`src/rtl/eew_pkg.sv`:
```
package eew_pkg;
  localparam int unsigned BYTE_W = 8;

  typedef enum logic [2:0] {
    ST_IDLE,
    ST_CTRL,
    ST_ACK_CTRL,
    ST_ADDR,
    ST_ACK_ADDR,
    ST_DATA,
    ST_ACK_DATA,
    ST_HOLD
  } eew_state_e;
endpackage

```
`src/rtl/eew_line_sync.sv`:
```
module eew_line_sync #(
  parameter int unsigned STAGES = 2
) (
  input  logic clk,
  input  logic rst_n,
  input  logic scl_i,
  input  logic sda_i,
  input  logic wen_i,
  output logic scl_rise_o,
  output logic scl_fall_o,
  output logic start_o,
  output logic stop_o,
  output logic sda_o,
  output logic wen_o
);
  localparam int unsigned LINES = 3;
  localparam logic [LINES-1:0] IDLE_LVL = 3'b011; // wen low, sda high, scl high

  logic [STAGES-1:0][LINES-1:0] chain_q;
  logic scl_prev_q, sda_prev_q;
  logic scl_s, sda_s;

  for (genvar s = 0; s < STAGES; s++) begin : g_stage
    if (s == 0) begin : g_first
      always_ff @(posedge clk or negedge rst_n) begin
        if (!rst_n) chain_q[s] <= IDLE_LVL;
        else        chain_q[s] <= {wen_i, sda_i, scl_i};
      end
    end else begin : g_next
      always_ff @(posedge clk or negedge rst_n) begin
        if (!rst_n) chain_q[s] <= IDLE_LVL;
        else        chain_q[s] <= chain_q[s-1];
      end
    end
  end

  assign scl_s = chain_q[STAGES-1][0];
  assign sda_s = chain_q[STAGES-1][1];

  always_ff @(posedge clk or negedge rst_n) begin
    if (!rst_n) begin
      scl_prev_q <= 1'b1;
      sda_prev_q <= 1'b1;
    end else begin
      scl_prev_q <= scl_s;
      sda_prev_q <= sda_s;
    end
  end

  assign scl_rise_o = scl_s & ~scl_prev_q;
  assign scl_fall_o = ~scl_s & scl_prev_q;
  assign start_o    = scl_s & scl_prev_q & sda_prev_q & ~sda_s;
  assign stop_o     = scl_s & scl_prev_q & ~sda_prev_q & sda_s;
  assign sda_o      = sda_s;
  assign wen_o      = chain_q[STAGES-1][2];

  assert_start_scl_high_R1: assert property (@(posedge clk) disable iff (!rst_n)
    start_o |=> scl_prev_q);
endmodule

```
`src/rtl/eew_xfer_fsm.sv`:
```
module eew_xfer_fsm
  import eew_pkg::*;
#(
  parameter int unsigned     ID_W   = 4,
  parameter logic [ID_W-1:0] SLV_ID = 4'b1010,
  parameter int unsigned     PTR_W  = 7
) (
  input  logic              clk,
  input  logic              rst_n,
  input  logic              scl_rise_i,
  input  logic              scl_fall_i,
  input  logic              start_i,
  input  logic              stop_i,
  input  logic              sda_i,
  input  logic              wen_i,
  input  logic              busy_i,
  output logic              ack_o,
  output logic              wr_go_o,
  output logic [PTR_W-1:0]  ptr_o,
  output logic [BYTE_W-1:0] data_o
);
  localparam int unsigned CNT_W   = $clog2(BYTE_W + 1);
  localparam int unsigned FIXED_W = BYTE_W - ID_W - 1;

  eew_state_e          state_q, state_d;
  logic [CNT_W-1:0]    cnt_q, cnt_d;
  logic [BYTE_W-1:0]   shift_q, shift_d;
  logic [BYTE_W-1:0]   data_q, data_d;
  logic [PTR_W-1:0]    ptr_q, ptr_d;
  logic                ack_q, ack_d;
  logic                wen_ok_q, wen_ok_d;
  logic                byte_full, ctrl_match;

  assign byte_full  = (cnt_q == CNT_W'(BYTE_W));
  assign ctrl_match = (shift_q[BYTE_W-1 -: ID_W] == SLV_ID) &&
                      (shift_q[FIXED_W:1] == '0) && !shift_q[0];

  always_comb begin
    state_d  = state_q;
    cnt_d    = cnt_q;
    shift_d  = shift_q;
    data_d   = data_q;
    ptr_d    = ptr_q;
    ack_d    = ack_q;
    wen_ok_d = wen_ok_q & wen_i;
    wr_go_o  = 1'b0;
    if (start_i) begin
      state_d  = ST_CTRL;
      cnt_d    = '0;
      ack_d    = 1'b0;
      wen_ok_d = wen_i;
    end else if (stop_i) begin
      wr_go_o = (state_q == ST_HOLD) && wen_ok_q && wen_i;
      state_d = ST_IDLE;
      ack_d   = 1'b0;
    end else begin
      unique case (state_q)
        ST_CTRL, ST_ADDR, ST_DATA: begin
          if (scl_rise_i && !byte_full) begin
            shift_d = {shift_q[BYTE_W-2:0], sda_i};
            cnt_d   = cnt_q + 1'b1;
          end else if (scl_fall_i && byte_full) begin
            cnt_d = '0;
            ack_d = 1'b1;
            if (state_q == ST_CTRL) begin
              if (ctrl_match && !busy_i) state_d = ST_ACK_CTRL;
              else begin
                state_d = ST_IDLE;
                ack_d   = 1'b0;
              end
            end else if (state_q == ST_ADDR) begin
              ptr_d   = shift_q[PTR_W-1:0];
              state_d = ST_ACK_ADDR;
            end else begin
              data_d  = shift_q;
              state_d = ST_ACK_DATA;
            end
          end
        end
        ST_ACK_CTRL, ST_ACK_ADDR, ST_ACK_DATA: begin
          if (scl_fall_i) begin
            ack_d = 1'b0;
            if (state_q == ST_ACK_CTRL)      state_d = ST_ADDR;
            else if (state_q == ST_ACK_ADDR) state_d = ST_DATA;
            else                             state_d = ST_HOLD;
          end
        end
        default: ;
      endcase
    end
  end

  always_ff @(posedge clk or negedge rst_n) begin
    if (!rst_n) begin
      state_q  <= ST_IDLE;
      cnt_q    <= '0;
      shift_q  <= '0;
      data_q   <= '0;
      ptr_q    <= '0;
      ack_q    <= 1'b0;
      wen_ok_q <= 1'b0;
    end else begin
      state_q  <= state_d;
      cnt_q    <= cnt_d;
      shift_q  <= shift_d;
      data_q   <= data_d;
      ptr_q    <= ptr_d;
      ack_q    <= ack_d;
      wen_ok_q <= wen_ok_d;
    end
  end

  assign ack_o  = ack_q;
  assign ptr_o  = ptr_q;
  assign data_o = data_q;

  assert_ack_on_fall_R2: assert property (@(posedge clk) disable iff (!rst_n)
    $rose(ack_q) |-> $past(scl_fall_i));
  assert_ctrl_ack_not_busy_R7: assert property (@(posedge clk) disable iff (!rst_n)
    ($rose(ack_q) && state_q == ST_ACK_CTRL) |-> !$past(busy_i));
  assert_bad_ctrl_idle_R3: assert property (@(posedge clk) disable iff (!rst_n)
    (state_q == ST_CTRL && scl_fall_i && byte_full && !ctrl_match && !start_i && !stop_i)
      |=> state_q == ST_IDLE);
endmodule

```
`src/rtl/eew_wr_timer.sv`:
```
module eew_wr_timer
  import eew_pkg::*;
#(
  parameter int unsigned CYCLES = 5000,
  parameter int unsigned PTR_W  = 7
) (
  input  logic              clk,
  input  logic              rst_n,
  input  logic              go_i,
  input  logic [PTR_W-1:0]  ptr_i,
  input  logic [BYTE_W-1:0] data_i,
  output logic              busy_o,
  output logic              commit_o,
  output logic [PTR_W-1:0]  ptr_o,
  output logic [BYTE_W-1:0] data_o
);
  localparam int unsigned CNT_W = $clog2(CYCLES + 1);

  logic [CNT_W-1:0]  cnt_q, cnt_d;
  logic              busy_q, busy_d;
  logic [PTR_W-1:0]  ptr_q, ptr_d;
  logic [BYTE_W-1:0] data_q, data_d;
  logic              done;

  assign done = busy_q && (cnt_q == '0);

  always_comb begin
    cnt_d  = cnt_q;
    busy_d = busy_q;
    ptr_d  = ptr_q;
    data_d = data_q;
    if (!busy_q && go_i) begin
      busy_d = 1'b1;
      cnt_d  = CNT_W'(CYCLES - 1);
      ptr_d  = ptr_i;
      data_d = data_i;
    end else if (done) begin
      busy_d = 1'b0;
    end else if (busy_q) begin
      cnt_d = cnt_q - 1'b1;
    end
  end

  always_ff @(posedge clk or negedge rst_n) begin
    if (!rst_n) begin
      cnt_q  <= '0;
      busy_q <= 1'b0;
      ptr_q  <= '0;
      data_q <= '0;
    end else begin
      cnt_q  <= cnt_d;
      busy_q <= busy_d;
      ptr_q  <= ptr_d;
      data_q <= data_d;
    end
  end

  assign busy_o   = busy_q;
  assign commit_o = done;
  assign ptr_o    = ptr_q;
  assign data_o   = data_q;

  assert_busy_hold_R6: assert property (@(posedge clk) disable iff (!rst_n)
    (busy_q && cnt_q != '0) |=> busy_q);
  assert_commit_clears_R6: assert property (@(posedge clk) disable iff (!rst_n)
    commit_o |=> !busy_q);
  assert_data_stable_R9: assert property (@(posedge clk) disable iff (!rst_n)
    (busy_q && !done) |=> $stable(data_q) && $stable(ptr_q));
endmodule

```
`src/rtl/eew_store.sv`:
```
module eew_store
  import eew_pkg::*;
#(
  parameter int unsigned PTR_W = 7
) (
  input  logic              clk,
  input  logic              we_i,
  input  logic [PTR_W-1:0]  waddr_i,
  input  logic [BYTE_W-1:0] wdata_i,
  input  logic [PTR_W-1:0]  raddr_i,
  output logic [BYTE_W-1:0] rdata_o
);
  localparam int unsigned DEPTH = 1 << PTR_W;

  logic [BYTE_W-1:0] mem_q [DEPTH];

  always_ff @(posedge clk) begin
    if (we_i) mem_q[waddr_i] <= wdata_i;
  end

  assign rdata_o = mem_q[raddr_i];
endmodule

```
`src/rtl/eeprom_byte_write_slave.sv`:
```
module eeprom_byte_write_slave
  import eew_pkg::*;
#(
  parameter int unsigned     ID_W        = 4,
  parameter logic [ID_W-1:0] SLV_ID      = 4'b1010,
  parameter int unsigned     PTR_W       = 7,
  parameter int unsigned     WR_CYCLES   = 5000,
  parameter int unsigned     SYNC_STAGES = 2
) (
  input  logic              clk,
  input  logic              rst_ni,
  input  logic              scl_i,
  input  logic              sda_i,
  input  logic              wen_i,
  output logic              sda_pull_o,
  output logic              busy_o,
  input  logic [PTR_W-1:0]  rd_addr_i,
  output logic [BYTE_W-1:0] rd_data_o
);
  logic [1:0]        rst_sync_q;
  logic              rst_n;
  logic              scl_rise, scl_fall, start_evt, stop_evt, sda_s, wen_s;
  logic              ack, wr_go, commit;
  logic [PTR_W-1:0]  fsm_ptr, wr_ptr;
  logic [BYTE_W-1:0] fsm_data, wr_data;

  always_ff @(posedge clk or negedge rst_ni) begin
    if (!rst_ni) rst_sync_q <= 2'b00;
    else         rst_sync_q <= {rst_sync_q[0], 1'b1};
  end
  assign rst_n = rst_sync_q[1];

  eew_line_sync #(.STAGES(SYNC_STAGES)) u_sync (
    .clk(clk), .rst_n(rst_n), .scl_i(scl_i), .sda_i(sda_i), .wen_i(wen_i),
    .scl_rise_o(scl_rise), .scl_fall_o(scl_fall), .start_o(start_evt),
    .stop_o(stop_evt), .sda_o(sda_s), .wen_o(wen_s)
  );

  eew_xfer_fsm #(.ID_W(ID_W), .SLV_ID(SLV_ID), .PTR_W(PTR_W)) u_fsm (
    .clk(clk), .rst_n(rst_n), .scl_rise_i(scl_rise), .scl_fall_i(scl_fall),
    .start_i(start_evt), .stop_i(stop_evt), .sda_i(sda_s), .wen_i(wen_s),
    .busy_i(busy_o), .ack_o(ack), .wr_go_o(wr_go), .ptr_o(fsm_ptr), .data_o(fsm_data)
  );

  eew_wr_timer #(.CYCLES(WR_CYCLES), .PTR_W(PTR_W)) u_timer (
    .clk(clk), .rst_n(rst_n), .go_i(wr_go), .ptr_i(fsm_ptr), .data_i(fsm_data),
    .busy_o(busy_o), .commit_o(commit), .ptr_o(wr_ptr), .data_o(wr_data)
  );

  eew_store #(.PTR_W(PTR_W)) u_store (
    .clk(clk), .we_i(commit), .waddr_i(wr_ptr), .wdata_i(wr_data),
    .raddr_i(rd_addr_i), .rdata_o(rd_data_o)
  );

  assign sda_pull_o = ack;

  assert_busy_after_stop_R5: assert property (@(posedge clk) disable iff (!rst_n)
    $rose(busy_o) |-> $past(stop_evt));
  assert_busy_needs_wen_R8: assert property (@(posedge clk) disable iff (!rst_n)
    $rose(busy_o) |-> $past(wen_s));
  assert_no_ack_busy_R7: assert property (@(posedge clk) disable iff (!rst_n)
    busy_o |-> !sda_pull_o);
endmodule

```
`config.mk`:
```
export PLATFORM = sky130hd
export DESIGN_NAME = eeprom_byte_write_slave
export DESIGN_NICKNAME = d
export VERILOG_FILES = /design/src/rtl/eew_pkg.sv /design/src/rtl/eew_line_sync.sv /design/src/rtl/eew_xfer_fsm.sv /design/src/rtl/eew_wr_timer.sv /design/src/rtl/eew_store.sv /design/src/rtl/eeprom_byte_write_slave.sv
export SDC_FILE = /design/constraint.sdc
export NUM_CORES = 1
export LEC_CHECK = 0
export BUFFER_PORTS_ARGS = -buffer_cell sky130_fd_sc_hd__buf_2
export CELL_PAD_IN_SITES_DETAIL_PLACEMENT = 1
export CELL_PAD_IN_SITES_GLOBAL_PLACEMENT = 2
export CORE_MARGIN = 10
export CORE_UTILIZATION = 55
export DETAILED_ROUTE_END_ITERATION = 8
export PLACE_DENSITY_LB_ADDON = 0.1
export SLEW_MARGIN = 10
export SYNTH_ARGS = -nofsm -noshare
export SYNTH_HDL_FRONTEND = slang
export SYNTH_SLANG_ARGS = --single-unit
```
`constraint.sdc`:
```
create_clock -name clk -period 12.1 [get_ports clk]
set_clock_uncertainty 0.2 [all_clocks]
set_input_delay 2.42 -clock clk [delete_from_list [all_inputs] [get_ports clk]]
set_output_delay 2.42 -clock clk [all_outputs]
set_load 0.1 [all_outputs]
```
==> After elaboration in Yosys (flattened, before gate mapping) <==
Memories as Yosys holds them, arrays and structs flattened.
Index checks and enable logic that the tools add are counted.
{ "word_totals": {"elab_cells": 111, "ram_bits": 1024, "inputBits": 12, "output_inout_bits": 10, "mem_count": 1, "register_bits": 71} }
{ "mem_list": {"columns": ["name", "words", "word_bits", "rd", "rd_clocked_by_memory_dff", "wr", "line_no", "source"], "rows": [
  ["u_store.mem_q", 128, 8, 1, 0, 1, "eew_store.sv:15", "logic [BYTE_W-1:0] mem_q [DEPTH];"]
]} }
{ "op_classes": {"n_mux": 34, "eq_ne": 14, "add_sub_neg": 2, "reduce_logical": 27, "bitwise": 17} }
{ "ops": {"columns": ["op", "n"], "rows": [
  ["two-way mux 13 bit", 3],
  ["two-way mux 3 bit", 7],
  ["two-way mux 4 bit", 5],
  ["two-way mux 1 bit", 14],
  ["AND reduction 7 bit", 2],
  ["logical NOT 13 bit", 1],
  ["subtractor 13 x 1 -> 13 bit (second input constant)", 1],
  ["== test 3 bit (second input constant)", 4],
  ["logical AND 1 bit", 9],
  ["NOT 1 bit", 9],
  ["AND 1 bit", 8],
  ["== test 4 bit (second input constant)", 2],
  ["!= test 4 x 3 -> 1 bit (second input constant)", 2],
  ["AND reduction 4 bit", 2],
  ["== test 3 x 2 -> 1 bit (second input constant)", 2],
  ["two-way mux 2 bit", 3],
  ["one-hot mux 3 bit (2 select lines)", 1],
  ["nonzero test 2 bit", 3],
  ["OR reduction 3 bit", 2],
  ["adder 4 x 1 -> 4 bit (second input constant)", 1],
  ["!= test 4 bit (second input constant)", 1],
  ["nonzero test 4 bit", 1],
  ["== test 3 x 1 -> 1 bit (second input constant)", 1],
  ["logical NOT 1 bit", 3],
  ["7 further kinds", 7]
]} }

==> Logic depth before layout (Yosys ltp) <==
Gate-level depths: netlist of run 1.
{ "depth": {"ltp_word": 11, "ltp_mapped": 8, "ltp_nobuf": 7} }

==> Modules after synthesis <==
Synthesis of run 1 repeated with hierarchy kept, for this count alone.
{ "unflattened": {"hier_cells": 1892, "area_unflattened_um2": 42572.1} }
{ "modules_own_cells": {"columns": ["mod", "area_per_inst_um2", "cells_per_inst", "seq_area_each_um2", "instances"], "rows": [
  ["eew_store", 39505.4, 1627, 30749.5, 1],
  ["eew_xfer_fsm", 1430.1, 109, 800.8, 1],
  ["eew_wr_timer", 1342.5, 141, 725.7, 1],
  ["eew_line_sync", 240.2, 12, 207.7, 1],
  ["eeprom_byte_write_slave", 53.8, 3, 50.0, 1]
]} }

==> Worst setup path before layout of run 1 <==
Ideal clock, no wire load.
{ "synth_timing": {"kind": "input to output", "from": "in rd_addr_i[0]", "to": "out rd_data_o[0]", "slack_ps": 4462, "required_time_ps": 9480, "arrival_time_ps": 5018, "cell_stages": 6, "path_buffers": 2, "cell_sequence": "buf_2 -> buf_1 -> mux4_2 -> mux4_2 -> mux4_2 -> mux2_2"} }
{ "synth_between": {"elab_chain_cells": 1} }
{ "synth_rtl": {"columns": ["element", "line_no", "source"], "rows": [
  ["from (decl)", "eeprom_byte_write_slave.sv:17", "input logic [PTR_W-1:0] rd_addr_i,"],
  ["memory read (128 x 8 bit)", null, null],
  ["to (decl)", "eeprom_byte_write_slave.sv:18", "output logic [BYTE_W-1:0] rd_data_o"]
]} }
No other way between the ends.

==> Final worst setup path of run 1 <==
{ "layout_timing": {"from": "in rd_addr_i[0]", "to": "out rd_data_o[4]"} }
The elaborated chain is that of the path after synthesis.

==> results.md, run 1 <==
- Worst reg2reg startpoint: u_timer.cnt_q[9]
- Worst-path fanout max: 64
- Worst-margin pin slew: 1.28 ns
- Most common cell after layout, fill and taps aside: edfxtp_1
- Die width: slightly below 300 um
- Number of synthesized flops with an enable pin: between 1,000 and 1,500
- H-Tree Depth: 3
- Min-Delay Path Depth: 0
- Die Ht: slightly below 300 um
- Nets: a little under 2,000
- Routability Congestion: approximately 0.78
- Pin count of the biggest net entering global routing: 122
- Worst R2R End: u_store.mem_q[115][0]
- CTS resizes: 0
- Most used cell, CP: mux4_2
- Sequential fraction of the synthesis area: between 70 and 80%
- Average cell area after synthesis: approximately 22 um^2
- Netlist cell types: between 40 and 50
- Critical path startpoint category: primary input
- Post CTS Setup Buffer Count: 0
- CTS tree: done
- Fraction of layout cells with a size suffix above 1: between 20% and 30%
- Slew headroom: between 10 and 15%
- Cts bufs inserted: roughly 110
- Hold endpoint: u_sync.wen_o
- RSZ-0062 raised after global routing: no
- Fmax achieved: 0.115 GHz
- Met2 WL: ~48,000 um
- Most used DFF post-synth: edfxtp_1
- R2R cell count: 5
- Vias in the first global route: 20,800
- 1st-iter DRT viols: just over 2,000
- Util after Layout: 62.0%
- DR WL met3: 6930 um
- Worst path arrival time: roughly 6 ns
- Async set-or-reset flop fraction in the synthesized netlist: under 10%
- Gr usage total: between 20% and 30%
- Row count: between 100 and 150
- Clk buf depth: 3
- Diodes inserted: 0
- Yosys warnings: 0
- Status: finished, final reports clean
- FF+latch count, synth: between 1,000 and 1,500
- Num ports: 22
- First-pass GRT wire length: roughly 150,000 um
- WP data required: around 9.5 ns
- Port-buffer cells: 21
- Max IR drop VDD: about 130 uV
- Clock Root Buffer: clkbuf_16
- Core box area: 0.0762 mm^2
- Post-cts hold buffer count: 0
- Drt wl/cell: approximately 32 um
- Final critical-path share of the clock period: between 70% and 80%
- Maximum capacitance violations: 0
- Final hold violations: 0
- Pwr Density: between 150 and 200 mW/mm^2
- Critical path class: in2out
- DR pass1 iterations: 5
- Area growth from synthesis to layout: 11.3%
- CTS sink cnt: approximately 1,100
- Drt via density: roughly 6.3
- Cell count after synthesis: around 1,900
- Hpwl dp: between 50,000 and 60,000 um
- Most frequent cells in the layout: 1,024 x edfxtp_1, 336 x mux4_2, 142 x nor2_1
- Critical path cell sequence: buf_8 > buf_4 > mux4_2 > mux4_2 > mux4_2 > mux2_2 > buf_2
- Final setup viols: 0
- Top Metal Used: met5
- Die area: around 0.089 mm^2
- Initial antenna violation count: 4
- CP max stage delay: approximately 0.6 ns
- Initial Util: 55.7%
- Met1 wire length: 40,300 um
- Syn_nets: between 1,500 and 2,000
- Setup TNS: 0 ns
- Worst path slowest cell: mux4_2
- Clock latency on the worst-skew pair: around 0.66 ns
- Remaining DRCs: 0
- Overflow after GRT: 0
- Reg clk slew, reported paths: about 0.060 ns
- Antenna Nets Post-Route: 0
- Worst Hold Launch: u_sync.chain_q[2]
- Crit path time final: 8.69 ns
- Worst Setup End Kind: output pin
- Overall routed net length: roughly 100,000 um
- Hold WC Path Type: reg2reg
- Leak pwr: about 14 nW
- R2R setup slack: around 7.9 ns
- Final slew viol count: 0
- Final Power: about 7.7 mW
- Vias: around 19,000
- Mapped Area: ~0.042 mm^2
flip-flops by register name, summed over array words and instances (netlist names):
| register | cells |
|---|---|
| u_timer.cnt_q | 13 |
| u_fsm.ack_o | 1 |
| u_timer.busy_o | 1 |
| u_fsm.state_q | 3 |
| u_fsm.shift_q | 8 |
| u_sync.wen_o | 1 |
| u_sync.sda_prev_q | 1 |
| u_fsm.cnt_q | 4 |
| u_sync.chain_q | 4 |
| u_sync.scl_prev_q | 1 |
| u_timer.data_o | 8 |
| u_store.mem_q | 1024 |
| u_timer.ptr_o | 7 |
| rst_sync_q | 2 |
| u_fsm.ptr_o | 7 |
| u_sync.sda_o | 1 |
| u_fsm.wen_ok_q | 1 |
| u_fsm.data_o | 8 |
kinds of logic (layout without fill, tap and decap cells):
kind of cell,count (synthesis),after routing,share of synthesized area [%]
mux,371,371,18.7
buf+inv,109,261,1.11
xor+xnor,6,6,0.124
other cells,1,1,0.00883
simple gates,272,272,2.79
flops,1095,1095,76.6
fa+ha+maj,4,4,0.118
compound gates,31,31,0.472
worst max-delay path, delay by kind of cell:
family / cells / cell delay (ns)
mux: 4 / 2.06
buf+inv: 3 / 1.47
through the flow:
step / hold WS, ns / instance area, um^2 / cells / worst slack [ns]
6_report: 0.151 / 47300 / 3071 / 3.41
5_1_grt: 0.162 / 47300 / 3071 / 3.24
3_3_place_gp: 0.142 / 43700 / 2865 / 3.39
4_1_cts: 0.157 / 47200 / 3070 / 3.37
3_5_place_dp: 0.143 / 43700 / 2865 / 3.37
2_1_floorplan: 0.131 / 42500 / 1889 / 4.46
routing by layer:
layer | up-vias | track usage, %
li1 | 8029 | -
met1 | 10500 | 31.1
met2 | 708 | 35.4
met3 | 163 | 4.63
met4 | 4 | 7.28
met5 | - | 0
Yosys cell counts (9+ instances only):
| library cell | count | area share [%] |
|---|---|---|
| edfxtp_1 | 1024 | 72 |
| mux4_2 | 336 | 18 |
| nor2_1 | 142 | 1.3 |
| nand2_1 | 67 | 0.59 |
| dfrtp_1 | 65 | 3.8 |
| clkbuf_1 | 55 | 0.49 |
| mux2_2 | 33 | 0.88 |
| buf_2 | 21 | 0.25 |
| buf_1 | 17 | 0.15 |
| nand3_1 | 17 | 0.20 |
| nor2b_1 | 10 | 0.15 |
| o21ai_0 | 10 | 0.12 |
| inv_1 | 9 | 0.080 |
cell type report:
cell class / count / area (um^2)
fillers: 6128 / 28900
clock buffers: 139 / 2960
clock inverters: 66 / 588
inverters: 9 / 33.8
well taps: 1030 / 1290
flip-flops and latches: 1095 / 32600
multi-input cells: 685 / 9460
repair buffers: 47 / 380
where the power goes:
group	switching (mW)	internal [mW]	total, mW
Sequential	0.0377	4.10	4.14
Clock	1.39	1.94	3.33
Combinational	0.117	0.0883	0.205
Total	1.54	6.13	7.67
worst max path at each step:
| stage | startpoint | end | slack (ns) | depth (start not counted) |
|---|---|---|---|---|
| final | rd_addr_i[0] | rd_data_o[4] | 3.41 | 7 |
| after global routing | rd_addr_i[0] | rd_data_o[7] | 3.24 | 7 |
| after CTS | rd_addr_i[0] | rd_data_o[4] | 3.37 | 7 |
| after detailed placement | rd_addr_i[0] | rd_data_o[4] | 3.37 | 7 |
| after global placement | rd_addr_i[0] | rd_data_o[4] | 3.39 | 7 |
| after floorplan | rd_addr_i[0] | rd_data_o[0] | 4.46 | 6 |
Power figures use the tool's default switching activity.
==> inputs of run 2 (changes only) <==
ABC_AREA = 1   (was not set)
CORE_UTILIZATION = 40   (was 55)
clock period = 7.31 ns   (was 12.1 ns; I/O delays follow)
==> run 2 against run 1 <==
Net effect:
- die area up 42%
- total power increased by 77%
- non-clock buffer count up 23
- first-iteration DRC count grew 12%
- clock power up 79%
- flip-flop and latch count unchanged
- worst setup slack got worse by 2.2 ns
- worst hold slack worse by 0.0023 ns
- highest routed layer is now met4
==> results.md, run 2 <==
- Biggest registers after layout: u_store.mem_q x1024, u_timer.cnt_q x13
- Num ports: 22 (unchanged)
- Drt via density: 5.46 (-14%)
- Slew headroom: 17.8% (+3.6 points)
- Setup TNS: 0 ns (unchanged)
- Vias in the first global route: 30,800 (+48%)
- Bufs and invs on worst path: 3 (unchanged)
- Pwr Density: 271 mW/mm^2 (+67%)
- Clock Root Buffer: clkbuf_16
- Adder-cell share of the synthesized area: 0.112% (-0.0062 points)
- Status: finished, final reports clean
- FF+latch count, synth: 1,095 (unchanged)
- Largest family of logic cells by synthesized area: simple AND/OR/NAND/NOR gates
- Critical path cell sequence: buf_2 > inv_1 > nand2_1 > nand3_1 > nand2_1 > nand2_1 > nand2_1 > buf_2
- Final WS setup: 1.17 ns (-2.24 ns)
- Worst reg2reg startpoint: u_timer.cnt_q[7]
- Average cell area after synthesis: 11.5 um^2 (-49%)
- Post-synthesis compound-gate area fraction: 0.720% (+0.25 points)
- Clk buf depth: 3 (unchanged)
- Max IR drop VDD: 202 uV (+58%)
- Worst Hold Launch: u_sync.chain_q[2]
- Remaining DRCs: 0 (unchanged)
- Clock latency on the worst-skew pair: 0.71 ns (+0.05 ns)
- Synth top area share: 68.6% (-3.8 points)
- Routability Congestion: 0.788 (+0.87%)
- Area growth from synthesis to layout: 11.9%
- R2R setup slack: 3.58 ns (-4.31 ns)
- Overall routed net length: 137,000 um (+40%)
- Delay-heaviest family, CP: buffers and inverters
- Core box area: 0.111 mm^2 (+46%)
- Initial antenna violation count: 5 (+1)
- DR pass1 iterations: 5 (unchanged)
- Netlist cell types: 36 (-27%)
- Sequential fraction of the synthesis area: 72.6% (-4.0 points)
- Cell count after synthesis: 3,882 (+110%)
- Initial Util: 40.4% (-15 points)
- Yosys warnings: 0 (unchanged)
- Mux contribution to synthesized area: 0% (-19 points)
- Synth cell count leaders: 1,298 x nand2_1, 1,024 x edfxtp_1, 942 x nand3_1, 152 x nor2_1, 136 x buf_2
- Drt wl/cell: 25.3 um (-21%)
- Worst-margin pin slew: 1.23 ns (-0.0509 ns)
- Most common cell after layout, fill and taps aside: nand2_1
- Most used DFF post-synth: edfxtp_1
- Port-buffer cells: 21 (unchanged)
- Post CTS Setup Buffer Count: 0 (unchanged)
- Hpwl dp: 78,300 um (+37%)
- Die width: 355 um (+19%)
- Crit path time final: just over 6 ns
- CTS tree: done
- CTS sink cnt: 1,095 (unchanged)
- Most frequent cells in the layout: 1,298 x nand2_1, 1,024 x edfxtp_1, 942 x nand3_1
- Maximum capacitance violations: 0 (unchanged)
- Reg clk slew, reported paths: 0.06 ns (about the same)
- First-pass GRT wire length: 204,000 um (+41%)
- Worst R2R End: u_store.mem_q[32][4]
- Hold endpoint: u_sync.wen_o
- Most used cell, CP: nand2_1
- Worst path arrival time: 4.48 ns (-1.59 ns)
- Mapped Area: 0.0448 mm^2 (+5.5%)
- 1st-iter DRT viols: 2,256 (+12%)
- Overflow after GRT: 0 (unchanged)
- Post-cts hold buffer count: 0 (unchanged)
- Reg with most FFs: u_store.mem_q
- Fraction of layout cells with a size suffix above 1: 7.32% (-22 points)
- Worst Setup End Kind: output pin
- Synth Area in XOR/XNOR: 0.0586% (-0.065 points)
- Nets: 3,852 (+96%)
- Leak pwr: 18.3 nW (+29%)
- Die area: 0.126 mm^2 (+42%)
- Min-Delay Path Depth: 0 (unchanged)
- Synth area leaders: edfxtp_1 69%, nand2_1 11%, nand3_1 11%, dfrtp_1 3.6%, buf_2 1.5%
- Final hold violations: 0 (unchanged)
- CP max stage delay: 0.81 ns (+0.21 ns)
- WP data required: 5.65 ns (-3.83 ns)
- Die Ht: 355 um (+19%)
- R2R cell count: 7 (+2)
- Gr usage total: 21.5% (-0.86 points)
- # fillers: 11,700 (+91%)
- Critical path startpoint category: primary input
- RSZ-0062 raised after global routing: no
- CTS resizes: 0 (unchanged)
- Pin count of the biggest net entering global routing: 111 (-9.0%)
- Largest register FFs: 1,024 (unchanged)
- Count leader, synth: nand2_1
- Row count: 122 (+21%)
- Number of synthesized flops with an enable pin: 1,024 (unchanged)
- Antenna Nets Post-Route: 0 (unchanged)
- Vias: 29,600 (+52%)
- Async set-or-reset flop fraction in the synthesized netlist: 6.48% (unchanged)
- Fmax achieved: between 0.15 and 0.2 GHz
- Hold WC Path Type: reg2reg
- Critical path class: in2out
- Final slew viol count: 0 (unchanged)
- Worst-path fanout max: 33 (-48%)
- Final critical-path share of the clock period: ~84%
- Dpl ws: 1.19 ns (-2.18 ns)
- Syn_nets: 3,898 (+100%)
- Cts bufs inserted: 119 (+7.2%)
- Largest area contributor in the netlist: edfxtp_1
- Final setup viols: 0 (unchanged)
- Worst path slowest cell: inv_1
- H-Tree Depth: 3 (unchanged)
- Simple-gate share of the synthesized area: 23.5% (+21 points)
==> run 2: logic make-up after synthesis <==
logic type | after synthesis
buf+inv | 292
compound gates | 63
other cells | 1
simple gates | 2424
fa+ha+maj | 4
xor+xnor | 3
flops | 1095
==> run 2: metrics by stage <==
stage                     total power [mW]  cell area, um^2  util (%)  cells  hold WS (ns)
after detailed placement              7.74            46300      41.7   5202         0.136
after global routing                  14.0            50100      45.2   5425         0.159
after floorplan                       7.46            44800         -   3882         0.131
final                                 13.6            50100      45.2   5427         0.149
after global placement                7.73            46300      41.7   5202         0.138
after CTS                             13.7            50100      45.2   5424         0.150
==> run 2: area by class of cell <==
class / count / area (um^2) / area share (%)
diodes: 2 / 5.00 / 0.00999
clock buffers: 147 / 3230 / 6.44
clock inverters: 75 / 613 / 1.22
inverters: 55 / 233 / 0.464
multi-input cells: 2495 / 10900 / 21.8
flip-flops and latches: 1095 / 32600 / 65.0
well taps: 1488 / 1860 / 3.71
repair buffers: 70 / 694 / 1.39
==> run 2: routing by layer <==
metal / global-route usage (%) / routed length (um) / vias to the layer above
li1: - / - / 13500
met1: 29.0 / 60900 / 15200
met2: 35.8 / 65900 / 691
met3: 3.36 / 6940 / 211
met4: 5.78 / 3590 / 0
met5: 0 / 0 / -
==> run 2: worst max-delay path by stage <==
stage / to / depth (start not counted) / startpoint / slack [ns]
finish: rd_data_o[6] / 8 / rd_addr_i[4] / 1.17
global route: rd_data_o[6] / 8 / rd_addr_i[4] / 1.08
CTS: rd_data_o[0] / 8 / rd_addr_i[4] / 1.19
detailed placement: rd_data_o[0] / 8 / rd_addr_i[4] / 1.19
global placement: rd_data_o[0] / 8 / rd_addr_i[4] / 1.14
floorplan: rd_data_o[6] / 14 / rd_addr_i[0] / 2.47
==> run 2: report_power, final <==
group,internal [mW],switching [mW],leakage [nW],total (mW)
Sequential,6.79,0.0319,10.4,6.82
Combinational,0.200,0.588,5.96,0.788
Clock,3.46,2.50,1.92,5.96
Total,10.4,3.12,18.3,13.6
==> inputs of run 3 (changes only) <==
CORE_UTILIZATION = 44   (was 40)
clock period = 6.07 ns   (was 7.31 ns; I/O delays follow)
==> run 3 against run 2 <==
Net effect:
- flip-flop and latch count did not move
- clock power is 22% higher
- sequential power grew 20%
- count of clock-buffer cells in the layout is 6 higher
- via count is 0.25% lower
- first-iteration DRC count shrank 11%
- total power rose by 21%
- non-clock buffer count rose by 4
- combinational power rose by 20%
- critical endpoint is now rd_data_o[5]
- highest routed layer unchanged
==> results.md, run 3 (synthesis gave the netlist of run 2 again) <==
- Post CTS Setup Buffer Count: 0 (unchanged)
- Die width: 339 um (-4.4%)
- Sw frac: 22.5% (-0.54 points)
- Delay-heaviest family, CP: simple AND/OR/NAND/NOR gates
- Worst-path fanout max: 41 (+24%)
- Reg power frac: 50.0% (-0.3 points)
- Worst path arrival time: 3.90 ns (-0.58 ns)
- CP max stage delay: 0.60 ns (-0.21 ns)
- Drt wl/cell: 24.5 um (-3.0%)
- Critical path class: in2out
- Diodes inserted: 0 (-2)
- Final Hold Slack: 0.0872 ns (-0.0619 ns)
- Most frequent cells in the layout: 1,298 x nand2_1, 1,024 x edfxtp_1, 942 x nand3_1
- Clk buf depth: 3 (unchanged)
- RSZ-0062 raised after global routing: no
- Post-Place Cells: 5,076 (-2.4%)
- Clock latency on the worst-skew pair: 0.70 ns (about the same)
- Overflow after GRT: 0 (unchanged)
- Initial Util: 44.5% (+4.2 points)
- Crit path time final: around 5.3 ns
- Final Power: 16.4 mW (+21%)
- Vias in the first global route: 30,700 (-0.52%)
- Cts bufs inserted: 119 (unchanged)
- Status: finished, final reports clean
- Internal Power: 12.7 mW (+22%)
- Post-cts hold buffer count: 0 (unchanged)
- Final hold violations: 0 (unchanged)
- Area growth from synthesis to layout: 12.1%
- 1st-iter DRT viols: 1,998 (-11%)
- Slew headroom: 22.2% (+4.5 points)
- CTS resizes: 0 (unchanged)
- Critical Path Source: rd_addr_i[2]
- First-pass GRT wire length: 195,000 um (-4.3%)
- Die area: 0.115 mm^2 (-8.6%)
- CTS tree: done
- Most used cell, CP: nand2_1
- WP data required: 4.66 ns (-0.99 ns)
- Vias: 29,500 (-0.25%)
- R2R cell count: 7 (unchanged)
- Overall routed net length: 130,000 um (-5.3%)
- Worst-margin pin slew: 1.16 ns (-0.0707 ns)
- Pwr Density: 327 mW/mm^2 (+21%)
- Final setup viols: 0 (unchanged)
- Hpwl dp: 75,200 um (-4.0%)
- H-Tree Depth: 3 (unchanged)
- Max IR drop VDD: 244 uV (+21%)
- Worst Setup End Kind: output pin
- Clk pwr share: 44.3% (+0.4 points)
- Critical path startpoint category: primary input
- CTS sink cnt: 1,095 (unchanged)
- Port-buffer cells: 21 (unchanged)
- Post-layout instance area: 0.0502 mm^2 (+0.22%)
- Pin count of the biggest net entering global routing: 108 (-2.7%)
- Worst R2R End: u_store.mem_q[48][2]
- Leak pwr: 18.6 nW (+1.5%)
- Drt via density: 5.57 (+2.1%)
- Routability Congestion: 0.811 (+2.8%)
- # fillers: 10,400 (-11%)
- Final critical-path share of the clock period: between 80% and 90%
- DR pass1 iterations: 5 (unchanged)
- Comb pwr share: 5.7% (about the same)
- Maximum capacitance violations: 0 (unchanged)
- Fraction of layout cells with a size suffix above 1: 7.23% (-0.087 points)
- Nets: 3,856 (+0.10%)
- Final non-filler cell total: 5,300 (-2.3%)
- Clock Root Buffer: clkbuf_16
- Fmax achieved: 0.188 GHz
- Remaining DRCs: 0 (unchanged)
- Worst reg2reg startpoint: u_timer.cnt_q[7]
- Setup TNS: 0 ns (unchanged)
- Switching power: 3.69 mW (+18%)
- Antenna Nets Post-Route: 0 (unchanged)
- Gr usage total: 22.1% (+0.65 points)
- Critical path cell sequence: buf_4 > buf_4 > nand3_1 > nand3_1 > nand2_1 > nand2_1 > nand3_1 > nand2_1 > nand2_1 > nand2_1 > buf_12
- Most common cell after layout, fill and taps aside: nand2_1
- Hold WC Path Type: in2async
- Num ports: 22 (unchanged)
- Reg clk slew, reported paths: 0.06 ns (about the same)
- Die Ht: 339 um (-4.4%)
- Reg with most FFs: u_store.mem_q
- Bufs and invs on worst path: 3 (unchanged)
- Largest register FFs: 1,024 (unchanged)
- Row count: 116 (-4.9%)
- Final slew viol count: 0 (unchanged)
- R2R setup slack: 2.50 ns (-1.08 ns)
- Initial antenna violation count: 0 (-5)
- Area after DPL: 0.0463 mm^2 (about the same)
- Worst path slowest cell: buf_4
- Biggest registers after layout: u_store.mem_q x1024, u_timer.cnt_q x13
- Core box area: 0.101 mm^2 (-9.4%)
run 3: worst max path at each step:
stage,to,cells past startpoint
final,rd_data_o[5],11
after global routing,rd_data_o[1],14
after CTS,rd_data_o[1],14
after detailed placement,rd_data_o[1],14
after global placement,rd_data_o[1],14
after floorplan,rd_data_o[6],14
run 3: routing by layer:
| metal | wire length, um | vias up | global-route usage [%] |
|---|---|---|---|
| li1 | - | 13500 | - |
| met1 | 57200 | 15100 | 30.0 |
| met2 | 63700 | 671 | 37.1 |
| met3 | 5940 | 185 | 3.22 |
| met4 | 3220 | 0 | 5.72 |
| met5 | 0 | - | 0 |
run 3: power groups by stage:
stage	clock network, mW	logic, mW	registers [mW]
after global routing	7.70	1.04	8.22
after detailed placement	0	0.950	8.37
final	7.27	0.944	8.21
after floorplan	0	0.615	8.36
after global placement	0	0.934	8.37
after CTS	7.41	0.955	8.21
run 3: cell type report:
| class | instances | area [um^2] | area share [%] |
|---|---|---|---|
| clock inverter | 71 | 724 | 1.44 |
| inverter | 55 | 233 | 0.463 |
| multi-input combinational | 2495 | 10900 | 21.7 |
| clock buffer | 153 | 3210 | 6.39 |
| timing repair buffer | 74 | 882 | 1.76 |
| tap | 1357 | 1700 | 3.38 |
| sequential | 1095 | 32600 | 64.8 |
run 3: per-stage QoR:
step / worst slack, ns / utilization, %
after floorplan: 1.73 / -
after global placement: 0.775 / 46.0
after detailed placement: 0.752 / 46.0
after CTS: 0.748 / 49.9
after global routing: 0.610 / 49.9
final: 0.753 / 49.9
